[config.mk]
export PLATFORM = sky130hd
export DESIGN_NAME = rta_boost_ctrl
export DESIGN_NICKNAME = d
export VERILOG_FILES = /design/src/rtl/rta_pkg.sv /design/src/rtl/rta_pulse_timer.sv /design/src/rtl/rta_lane.sv /design/src/rtl/rta_boost_ctrl.sv
export SDC_FILE = /design/constraint.sdc
export NUM_CORES = 1
export LEC_CHECK = 0
export BUFFER_PORTS_ARGS = -buffer_cell sky130_fd_sc_hd__buf_4
export CAP_MARGIN = 20
export CORE_UTILIZATION = 30
export CTS_CLUSTER_SIZE = 20
export DETAILED_ROUTE_END_ITERATION = 7
export GPL_ROUTABILITY_DRIVEN = 0
export HOLD_SLACK_MARGIN = 0.02
export SLEW_MARGIN = 20
export SYNTH_ARGS = -nofsm -noshare
export SYNTH_HDL_FRONTEND = slang
export SYNTH_SLANG_ARGS = --single-unit
[constraint.sdc]
create_clock -name clk -period 2.3 [get_ports clk]
set_input_delay 0.46 -clock clk [delete_from_list [all_inputs] [get_ports clk]]
set_output_delay 0.46 -clock clk [all_outputs]
set_load 0.005 [all_outputs]
[src/rtl/rta_pkg.sv]
`timescale 1ns/1ps
package rta_pkg;
  typedef enum logic [1:0] {
    LN_IDLE  = 2'd0,
    LN_ARMED = 2'd1,
    LN_PULSE = 2'd2
  } lane_st_e;

  typedef struct packed {
    logic boost_a;
    logic boost_b;
    logic decouple;
  } lane_out_t;
endpackage

[src/rtl/rta_pulse_timer.sv]
`timescale 1ns/1ps
module rta_pulse_timer #(
  parameter int CW = 8
) (
  input  logic          clk,
  input  logic          rst_n,
  input  logic          clr,
  input  logic          load,
  input  logic [CW-1:0] len,
  input  logic          run,
  output logic [CW-1:0] cnt,
  output logic          last
);
  localparam logic [CW-1:0] ONE = {{(CW-1){1'b0}}, 1'b1};

  always_ff @(posedge clk or negedge rst_n) begin
    if (!rst_n)                  cnt <= '0;
    else if (clr)                cnt <= '0;
    else if (load)               cnt <= len;
    else if (run && cnt != '0)   cnt <= cnt - ONE;
  end

  assign last = (cnt == ONE);

  AST_TIMER_DECR: assert property (@(posedge clk) disable iff (!rst_n)
    (run && !load && !clr && cnt != '0) |=> (cnt == $past(cnt) - ONE));
endmodule

[src/rtl/rta_lane.sv]
`timescale 1ns/1ps
module rta_lane
  import rta_pkg::*;
#(
  parameter int CW = 8
) (
  input  logic          clk,
  input  logic          rst_n,
  input  logic          gate,
  input  logic          a_hi,
  input  logic          b_hi,
  input  logic          owned,
  input  logic [CW-1:0] len,
  output lane_out_t     o
);
  lane_st_e      st, st_nxt;
  logic          both_low, both_high;
  logic          t_clr, t_load, t_run, t_last;
  logic [CW-1:0] t_cnt;

  assign both_low  = !a_hi && !b_hi;
  assign both_high = a_hi && b_hi;

  always_comb begin
    st_nxt = st;
    if (!gate) begin
      st_nxt = LN_IDLE;
    end else begin
      unique case (st)
        LN_IDLE:  if (both_low && owned) st_nxt = LN_ARMED;
        LN_ARMED: if (both_high)         st_nxt = (len != '0) ? LN_PULSE : LN_IDLE;
        LN_PULSE: if (!both_high || t_last) st_nxt = LN_IDLE;
        default:  st_nxt = LN_IDLE;
      endcase
    end
  end

  always_ff @(posedge clk or negedge rst_n) begin
    if (!rst_n) st <= LN_IDLE;
    else        st <= st_nxt;
  end

  assign t_load = gate && (st == LN_ARMED) && both_high;
  assign t_run  = (st == LN_PULSE);
  assign t_clr  = (st_nxt == LN_IDLE) && !t_load;

  rta_pulse_timer #(.CW(CW)) u_timer (
    .clk  (clk),
    .rst_n(rst_n),
    .clr  (t_clr),
    .load (t_load),
    .len  (len),
    .run  (t_run),
    .cnt  (t_cnt),
    .last (t_last)
  );

  logic fire;
  assign fire       = gate && (st == LN_PULSE) && both_high;
  assign o.boost_a  = fire;
  assign o.boost_b  = fire;
  assign o.decouple = fire;

  AST_GATE_CLEARS: assert property (@(posedge clk) disable iff (!rst_n)
    !gate |=> (st == LN_IDLE));
  AST_CUT_ON_LOW: assert property (@(posedge clk) disable iff (!rst_n)
    (st == LN_PULSE && !both_high) |=> (st == LN_IDLE));
  AST_NO_RETRIGGER: assert property (@(posedge clk) disable iff (!rst_n)
    (st == LN_PULSE && $past(st == LN_PULSE)) |-> (t_cnt < $past(t_cnt)));
  AST_CNT_LIVE: assert property (@(posedge clk) disable iff (!rst_n)
    (st == LN_PULSE) |-> (t_cnt != '0));
endmodule

[src/rtl/rta_boost_ctrl.sv]
`timescale 1ns/1ps
module rta_boost_ctrl
  import rta_pkg::*;
#(
  parameter int NLANES = 2,
  parameter int CW     = 8
) (
  input  logic              clk,
  input  logic              rst_n,
  input  logic              acc_en,
  input  logic              link_up,
  input  logic [CW-1:0]     pulse_cycles,
  input  logic [NLANES-1:0] side_a_hi,
  input  logic [NLANES-1:0] side_b_hi,
  input  logic [NLANES-1:0] lane_owned,
  output logic [NLANES-1:0] boost_a,
  output logic [NLANES-1:0] boost_b,
  output logic [NLANES-1:0] decouple
);
  logic gate;
  assign gate = acc_en && link_up;

  for (genvar i = 0; i < NLANES; i++) begin : g_lane
    lane_out_t lo;
    rta_lane #(.CW(CW)) u_lane (
      .clk  (clk),
      .rst_n(rst_n),
      .gate (gate),
      .a_hi (side_a_hi[i]),
      .b_hi (side_b_hi[i]),
      .owned(lane_owned[i]),
      .len  (pulse_cycles),
      .o    (lo)
    );
    assign boost_a[i]  = lo.boost_a;
    assign boost_b[i]  = lo.boost_b;
    assign decouple[i] = lo.decouple;

    AST_RISE_NEEDS_BOTH: assert property (@(posedge clk) disable iff (!rst_n)
      $rose(boost_a[i]) |-> ($past(side_a_hi[i]) && $past(side_b_hi[i])));
  end
endmodule

==> key figures, run 1 <==
Status
  – Outcome: complete, but fails checks
  – Violations in the final reports: design-rule violations

Finish
  – Layout cells sized above 1: 23.5%
  – Finished Layout Cells: 231
  – Most frequent cells in the layout: buf_4, dfrtp_1, nor2_1, a211oi_1, nor3_1
  – Ant diodes: 0
  – Most common cell after layout, fill and taps aside: buf_4
  – Final Util: 38.0%
  – Area growth, synth to finish: 19.1%
  – Final nets: 204

Yosys
  – Synth Net Count: 180
  – Number of flops mapped to enable cells by yosys: 0
  – Post-Syn Instances: 156
  – Synth Flop Type: dfrtp_1
  – Synthesis-stage register bit count: 20
  – Synthesis Warnings: 0
  – Ys async rst share: 100%
  – Sequential cell area fraction in the yosys report: 35.3%
  – Mapped Area: 1420 µm²
  – Distinct cells, synth: 42
  – Syn_area_per_cell: 9.09 µm²

STA
  – Rel. slew slack: 62.6%
  – RSZ-0062 raised after global routing: false
  – Final min period: 2.01 ns
  – Slew Limit Fails: 0
  – Worst Max-Slew Pin Slew: 0.547 ns
  – Fin crit share: 87.2%
  – Peak Freq: 0.499 GHz
  – Endpoints failing hold: 0
  – Final setup violation count: 0
  – Setup TNS: 0 ns
  – Final Skew: 0.00408 ns

Critical path
  – CP max-delay cell: a2111oi_0
  – CP max FO: 6
  – Kind of critical path: reg2reg
  – Ordered cell list for the critical path: inv_1 -> ha_1 -> nor3b_1 -> buf_4 -> a2111oi_0 -> xnor2_1 -> a211oi_1
  – CP required: 2.46 ns
  – Arrival time at the worst endpoint: 2.17 ns
  – Critical path endpoint category: register
  – Biggest cell delay along the critical path: 0.54 ns
  – Startpoint class of the critical path: register

Floorplan
  – Die area: 5000 µm²
  – Row count: 24
  – # IOs: 24
  – Die H: 70.7 µm
  – Core area: 4440 µm²
  – Die width: 70.7 µm
  – Starting Density: 31.9%

Detailed routing
  – Iteration count of the initial detailed-routing pass: 6
  – Metal-1 WL: 1.65 mm
  – Routed Antenna Nets: 0
  – Routed len/inst: 14.1 µm
  – Routed WL: 3.26 mm
  – DRC: 2
  – Initial DRC count: 85
  – Met2 WL: 1.46 mm
  – WL met3: 112 µm
  – Max Used Layer: met4
  – Via count: 1275
  – Vias per cell: 5.52

Global routing
  – Largest net degree at the start of global routing: 21
  – Number of global-route vias before repair: 1149
  – Gr ovfl total: 0
  – Gr usage total: 14.0%
  – First-pass GRT wire length: 5.60 mm
  – Initial antenna violation count: 0

Clock network
  – Worst-Skew Late Latency: 0.26 ns
  – # resized after CTS: 0
  – Postcts setup bufs: 0
  – TritonCTS clock tree: yes
  – Clk slew on worst S/H paths: 0.08 ns
  – Root buffer selected by CTS: clkbuf_8
  – Hold_buf cts: 0
  – CTS Sinks: 20
  – H-tree depth: 1
  – Max Root-Sink Buffers: 2
  – Num CTS Buffers: 3

Worst hold path
  – HP Class: in2async

Placement
  – Detail Placement HPWL: 2.49 mm
  – Placed Instances: 227
  – Port Buffers: 23

Power and ir drop
  – Worst vdd ir: 0.323 mV
  – Pwr Total: 681 µW
  – Pleak: 0.000692 µW
  – Power per Cell Area: 403 nW/µm²

Job
  – Number of max-cap violations: 0
cells in the mapped netlist, drive strengths merged, types with 3 or more instances:
library cell,number,area [µm²]
or3,4,25.0
a2111oi,3,27.5
nand2b,3,18.8
or2,4,25.0
a21oi,7,35.0
nor3,10,50.1
dfrtp,20,500
or4,3,22.5
a211oi,11,82.6
nand2,8,30.0
buf,6,45.0
nand3b,3,22.5
inv,6,22.5
nor4,5,61.3
nor3b,3,22.5
xnor2,5,43.8
ha,6,75.1
nor2,19,71.3
a311oi,3,26.3
critical path, delay by kind of cell (launching register included):
family / cells / cell delay, ns
AO/OA/AOI/OAI: 2 / 0.81
adder cells (fa/ha/maj): 1 / 0.21
flip-flops: 1 / 0.41
XOR/XNOR: 1 / 0.12
AND/OR/NAND/NOR: 1 / 0.14
buffers and inverters: 2 / 0.24
where the power goes:
part | internal [µW] | switching (µW)
Sequential | 352 | 1.32
Combinational | 27.2 | 28.8
Clock | 152 | 119
sequential cells by signal (all words and copies together) (netlist names):
signal,flops
g_lane.u_lane.u_timer.cnt,16
g_lane.u_lane.st,4
stage by stage:
step | worst slack (ns) | instance area, µm² | hold slack (ns)
after floorplan | 0.447 | 1420 | 0.164
after global placement | 0.335 | 1630 | 0.361
after detailed placement | 0.351 | 1630 | 0.363
after CTS | 0.300 | 1690 | 0.0770
after global routing | 0.157 | 1690 | 0.0805
final | 0.294 | 1690 | 0.0712
path summary, 6_finish.rpt:
kind	start	end	slack (ns)	depth (start not counted)
setup / recovery	g_lane[0].u_lane.u_timer.cnt[0]	g_lane[0].u_lane.u_timer.cnt[4]	0.29	7
hold / removal	rst_n	g_lane[0].u_lane.st[0]	0.07	1
setup reg to reg	g_lane[0].u_lane.u_timer.cnt[0]	g_lane[0].u_lane.u_timer.cnt[4]	0.29	7
hold reg to reg	g_lane[1].u_lane.st[1]	g_lane[1].u_lane.st[0]	0.52	1
max in group asynchronous	rst_n	g_lane[0].u_lane.st[1]	2.01	1
min in group clk	pulse_cycles[1]	g_lane[1].u_lane.u_timer.cnt[1]	0.49	3
per-layer routing:
layer  track usage (%)  up-vias
met1              20.4      610
met2              21.3       22
met5                 0        -
met3              2.99        2
met4              3.33        0
li1                  -      641
logic make-up after synthesis:
logic type | share of synthesized area (%)
xor+xnor | 3.09
mux | 2.21
fa+ha+maj | 5.30
compound gates | 22.0
simple gates | 26.8
buf+inv | 5.30
flops | 35.3
layout make-up:
cell class | instances | area, µm²
Timing Repair Buffer | 27 | 203
Inverter | 6 | 22.5
Tap cell | 52 | 65.1
Fill cell | 478 | 2760
Sequential cell | 20 | 500
Multi-Input combinational cell | 122 | 842
Clock buffer | 4 | 55.1
Power figures use the tool's default switching activity.
==> inputs of run 2 (changes only) <==
RECOVER_POWER = 100   (was not set)
==> run 2 against run 1 <==
The run still ends with design-rule violations left; cell area shrank 0.96%; total power is 0.33% lower; sequential cell count is the same; clock skew about the same; critical path depth is 1 lower; final cell count unchanged; sequential share of layout area increased by 0.29 points; critical path type unchanged; critical endpoint is now g_lane[0].u_lane.u_timer.cnt[6]; largest power group unchanged.
==> key figures, run 2 (synthesized netlist as in run 1, its figures left out) <==
Placement
  – Port Buffers: 23
  – Place WS: 0.351 ns
  – Detail Placement HPWL: 2.49 mm

Power and ir drop
  – Combinational share of power: 7.9%
  – Clock power share: 40.1%
  – Net switching power: 149 µW
  – Pleak: 0.000677 µW
  – Worst vdd ir: 0.345 mV
  – Reg power frac: 52.1%
  – Int Pwr: 529 µW
  – Sw frac: 22.0%
  – Power per Cell Area: 406 nW/µm²

STA
  – Setup TNS: 0 ns
  – Final min period: 2.02 ns
  – Slew Limit Fails: 0
  – Final Skew: 0.00385 ns
  – Worst hold slack: 0.384 ns
  – Endpoints failing hold: 0
  – Rel. slew slack: 26.2%
  – Peak Freq: 0.494 GHz
  – Fin crit share: 88.0%
  – Final setup violation count: 0
  – Worst setup margin: 0.276 ns
  – RSZ-0062 raised after global routing: false
  – Worst Max-Slew Pin Slew: 1.11 ns

Detailed routing
  – Routed Antenna Nets: 0
  – Initial DRC count: 79
  – Iteration count of the initial detailed-routing pass: 6
  – Routed len/inst: 14.1 µm
  – Vias per cell: 5.49
  – DRC: 2
  – Via count: 1268
  – Routed WL: 3.25 mm

Critical path
  – Arrival time at the worst endpoint: 2.19 ns
  – Reg-to-reg critical path startpoint: g_lane[0].u_lane.u_timer.cnt[0]
  – Kind of critical path: reg2reg
  – Critical path endpoint category: register
  – Reg2Reg Depth: 6
  – CP required: 2.46 ns
  – Flop-to-flop setup slack: 0.28 ns
  – CP max FO: 8
  – Startpoint class of the critical path: register
  – FF-to-FF End: g_lane[0].u_lane.u_timer.cnt[6]

Finish
  – Register name with the most flops: g_lane.u_lane.u_timer.cnt
  – Fillers: 485
  – Most frequent cells in the layout: dfrtp_1, buf_4, nor2_1, a211oi_1, nor3_1
  – Final nets: 204
  – Regs by FF count: g_lane.u_lane.u_timer.cnt: 16 flops, g_lane.u_lane.st: 4 flops
  – Area growth, synth to finish: 17.9%
  – Ant diodes: 0
  – Max reg flops: 16
  – Layout cells sized above 1: 21.2%

Global routing
  – First-pass GRT wire length: 5.60 mm
  – Gr ovfl total: 0
  – Initial antenna violation count: 0
  – Largest net degree at the start of global routing: 21
  – Gr usage total: 14.0%
  – Number of global-route vias before repair: 1149

Clock network
  – Worst-Skew Late Latency: 0.26 ns
  – Root buffer selected by CTS: clkbuf_8
  – CTS Sinks: 20
  – H-tree depth: 1
  – # resized after CTS: 0
  – Postcts setup bufs: 0
  – Num CTS Buffers: 3
  – Hold_buf cts: 0
  – Clk slew on worst S/H paths: 0.08 ns
  – TritonCTS clock tree: yes
  – Max Root-Sink Buffers: 2

Floorplan
  – Die width: 70.7 µm
  – Die area: 5000 µm²
  – # IOs: 24
  – Die H: 70.7 µm
  – Core area: 4440 µm²
  – Starting Density: 31.9%
  – Row count: 24

Job
  – Number of max-cap violations: 0

Worst hold path
  – HP Class: in2async

Status
  – Violations in the final reports: design-rule violations
  – Outcome: complete, but fails checks
## run 2: power groups by stage
stage                     Sequential (µW)  Clock (µW)  Combinational [µW]
after detailed placement              360           0                56.8
after global routing                  354         300                59.6
after CTS                             353         281                56.9
after floorplan                       360           0                14.9
final                                 353         272                53.3
after global placement                360           0                56.5
## run 2: how the worst max path moves through the flow
stage / startpoint / to / slack, ns
after floorplan: g_lane[1].u_lane.u_timer.cnt[5] / g_lane[1].u_lane.u_timer.cnt[2] / 0.45
after global routing: g_lane[0].u_lane.u_timer.cnt[0] / g_lane[0].u_lane.u_timer.cnt[0] / 0.12
after CTS: g_lane[0].u_lane.u_timer.cnt[0] / g_lane[0].u_lane.u_timer.cnt[4] / 0.30
final: g_lane[0].u_lane.u_timer.cnt[0] / g_lane[0].u_lane.u_timer.cnt[6] / 0.28
after detailed placement: g_lane[0].u_lane.u_timer.cnt[0] / g_lane[0].u_lane.u_timer.cnt[4] / 0.35
after global placement: g_lane[0].u_lane.u_timer.cnt[0] / g_lane[0].u_lane.u_timer.cnt[4] / 0.34
## run 2: layer usage
layer | GRT usage, % | share of wire (%)
met1 | 20.4 | 51
met2 | 21.3 | 45
met3 | 2.99 | 3.8
met4 | 3.33 | 0.83
met5 | 0 | 0
## run 2: layout make-up
type | instances | area, µm² | area share [%]
Timing Repair Buffer | 27 | 188 | 11.2
Sequential cell | 20 | 500 | 29.9
Tap cell | 52 | 65.1 | 3.89
Multi-Input combinational cell | 122 | 841 | 50.3
Inverter | 6 | 22.5 | 1.35
Clock buffer | 4 | 55.1 | 3.29
## run 2: critical path: stages, from the launching register on
cell	delay (ns)
dfrtp_1	0.42
ha_1	0.20
nor3b_1	0.14
a2111oi_0	0.57
a221oi_1	0.10
clkbuf_1	0.25
a211oi_1	0.24
## run 2: metrics by stage
step	instance area, µm²	utilization [%]	power (µW)	std cells
after floorplan	1420	-	375	156
after global placement	1630	36.7	417	227
after detailed placement	1630	36.7	417	227
after CTS	1690	38.0	691	231
after global routing	1670	37.6	714	231
final	1670	37.6	679	231
==> inputs of run 3 (changes only) <==
==> constraint.sdc (replaced) <==
create_clock -name clk -period 2.3 [get_ports clk]
set_input_delay 0.115 -clock clk [delete_from_list [all_inputs] [get_ports clk]]
set_output_delay 0.115 -clock clk [all_outputs]
set_load 0.005 [all_outputs]
==> run 3 against run 2 <==
Combinational power is 6.4% higher; the flow still finishes with violations (design-rule violations); core utilization rose by 0.68 points; via count increased by 1.3%.
==> key figures, run 3 (synthesized netlist as in run 1, its figures left out) <==
Global routing
  – Largest net degree at the start of global routing: 21
  – Gr usage total: 14.1%
  – First-pass GRT wire length: 5.64 mm
  – Initial antenna violation count: 0
  – Gr ovfl total: 0
  – Number of global-route vias before repair: 1137

Finish
  – Fillers: 458
  – Final Instance Area: 1700 µm²
  – Regs by FF count: g_lane.u_lane.u_timer.cnt: 16 flops, g_lane.u_lane.st: 4 flops
  – Most common cell after layout, fill and taps aside: buf_4
  – Most frequent cells in the layout: buf_4, dfrtp_1, nor2_1, a211oi_1, nor3_1
  – Ant diodes: 0
  – Register name with the most flops: g_lane.u_lane.u_timer.cnt
  – Area growth, synth to finish: 20.0%
  – Max reg flops: 16
  – Final nets: 207
  – Layout cells sized above 1: 23.1%

Clock network
  – H-tree depth: 1
  – CTS Sinks: 20
  – Clk slew on worst S/H paths: 0.08 ns
  – Worst-Skew Late Latency: 0.26 ns
  – TritonCTS clock tree: yes
  – Max Root-Sink Buffers: 2
  – Num CTS Buffers: 3
  – # resized after CTS: 0
  – Hold_buf cts: 1
  – Postcts setup bufs: 0
  – Root buffer selected by CTS: clkbuf_8

Critical path
  – Biggest cell delay along the critical path: 0.54 ns
  – CP required: 2.47 ns
  – CP max-delay cell: a2111oi_0
  – Ordered cell list for the critical path: inv_1 -> ha_1 -> nor3b_1 -> buf_4 -> a2111oi_0 -> xnor2_1 -> a211oi_1
  – Critical path launch point: g_lane[0].u_lane.u_timer.cnt[0]
  – Reg-to-reg critical path startpoint: g_lane[0].u_lane.u_timer.cnt[0]
  – Critical path endpoint category: register
  – CP max FO: 6
  – CP Buf/Inv Count: 2
  – Kind of critical path: reg2reg
  – Startpoint class of the critical path: register
  – Family with the most delay on the worst path: compound AO/OA/AOI/OAI gates
  – Arrival time at the worst endpoint: 2.14 ns
  – Flop-to-flop setup slack: 0.33 ns

Worst hold path
  – HP Class: in2reg
  – Worst hold path startpoint: pulse_cycles[1]

Power and ir drop
  – Clock power share: 40.3%
  – Net switching power: 155 µW
  – Int Pwr: 532 µW
  – Combinational share of power: 8.2%
  – Power per Cell Area: 404 nW/µm²
  – Worst vdd ir: 0.310 mV
  – Reg power frac: 51.4%
  – Pleak: 0.000696 µW
  – Sw frac: 22.6%

Detailed routing
  – Routed WL: 3.30 mm
  – Iteration count of the initial detailed-routing pass: 6
  – Routed len/inst: 14.1 µm
  – DRC: 2
  – Via count: 1285
  – Routed Antenna Nets: 0
  – Vias per cell: 5.49
  – Initial DRC count: 73

STA
  – Fin crit share: 85.5%
  – RSZ-0062 raised after global routing: false
  – Final setup violation count: 0
  – Peak Freq: 0.509 GHz
  – Final min period: 1.97 ns
  – Final Skew: 0.00392 ns
  – Slew Limit Fails: 0
  – Endpoints failing hold: 0
  – Rel. slew slack: 24.0%
  – Setup TNS: 0 ns
  – Worst Max-Slew Pin Slew: 1.14 ns

Floorplan
  – Die width: 70.7 µm
  – Core area: 4440 µm²
  – # IOs: 24
  – Die H: 70.7 µm
  – Starting Density: 31.9%
  – Row count: 24
  – Die area: 5000 µm²

Status
  – Outcome: complete, but fails checks
  – Violations in the final reports: design-rule violations

Placement
  – Detail Placement HPWL: 2.54 mm
  – Placed Area: 1640 µm²
  – Port Buffers: 23

Job
  – Number of max-cap violations: 0
==> run 3: changes by cell type in the layout (fill, tap and decap cells not counted) <==
cell	previous run	this run
buf_2	0	1
clkbuf_1	4	2
dlygate4sd3_1	0	1
buf_4	20	23
==> run 3: stage by stage <==
step	std cells	hold WS (ns)	total power, µW	utilization [%]	worst slack [ns]
detailed placement	228	0.0168	418	36.9	0.122
global placement	228	0.0212	417	36.9	0.164
floorplan	156	-0.181	375	-	0.447
global route	234	0.138	710	38.3	0.131
CTS	233	0.135	694	38.4	0.115
finish	234	0.137	687	38.3	0.334
==> run 3: metal layers <==
layer  share of wire, %  global-route usage [%]  vias up
li1                   -                       -      651
met1                 52                    21.5      588
met2                 42                    20.2       42
met3                4.9                    2.85        4
met4                1.2                    4.00        0
met5                  0                       0        -
==> run 3: worst paths after layout <==
| kind | depth (start not counted) | end |
|---|---|---|
| setup / recovery | 7 | g_lane[0].u_lane.u_timer.cnt[4] |
| hold / removal | 3 | g_lane[1].u_lane.u_timer.cnt[1] |
| setup reg to reg | 7 | g_lane[0].u_lane.u_timer.cnt[4] |
| hold reg to reg | 1 | g_lane[1].u_lane.st[0] |
| max in group asynchronous | 2 | g_lane[1].u_lane.u_timer.cnt[7] |
| min in group asynchronous | 2 | g_lane[0].u_lane.st[0] |
==> run 3: power groups by stage <==
stage          logic [µW]  registers (µW)  clock network, µW
2_1_floorplan        14.9             360                  0
3_3_place_gp         56.8             360                  0
3_5_place_dp         57.2             360                  0
4_1_cts              58.7             353                281
5_1_grt              62.1             354                294
6_report             56.7             353                277
==> run 3: cell type report <==
type                    count  area, µm²  area share (%)
repair buffers             30        218            12.8
flip-flops and latches     20        500            29.4
clock buffers               4       55.1            3.24
inverters                   6       22.5            1.32
well taps                  52       65.1            3.82
multi-input cells         122        841            49.4
==> run 3: worst reg2reg max path, delay by kind of cell (launching register included) <==
family / cells / cell delay (ns)
AND/OR/NAND/NOR: 1 / 0.13
AO/OA/AOI/OAI: 2 / 0.78
XOR/XNOR: 1 / 0.11
flip-flops: 1 / 0.41
buffers and inverters: 2 / 0.23
adder cells (fa/ha/maj): 1 / 0.21
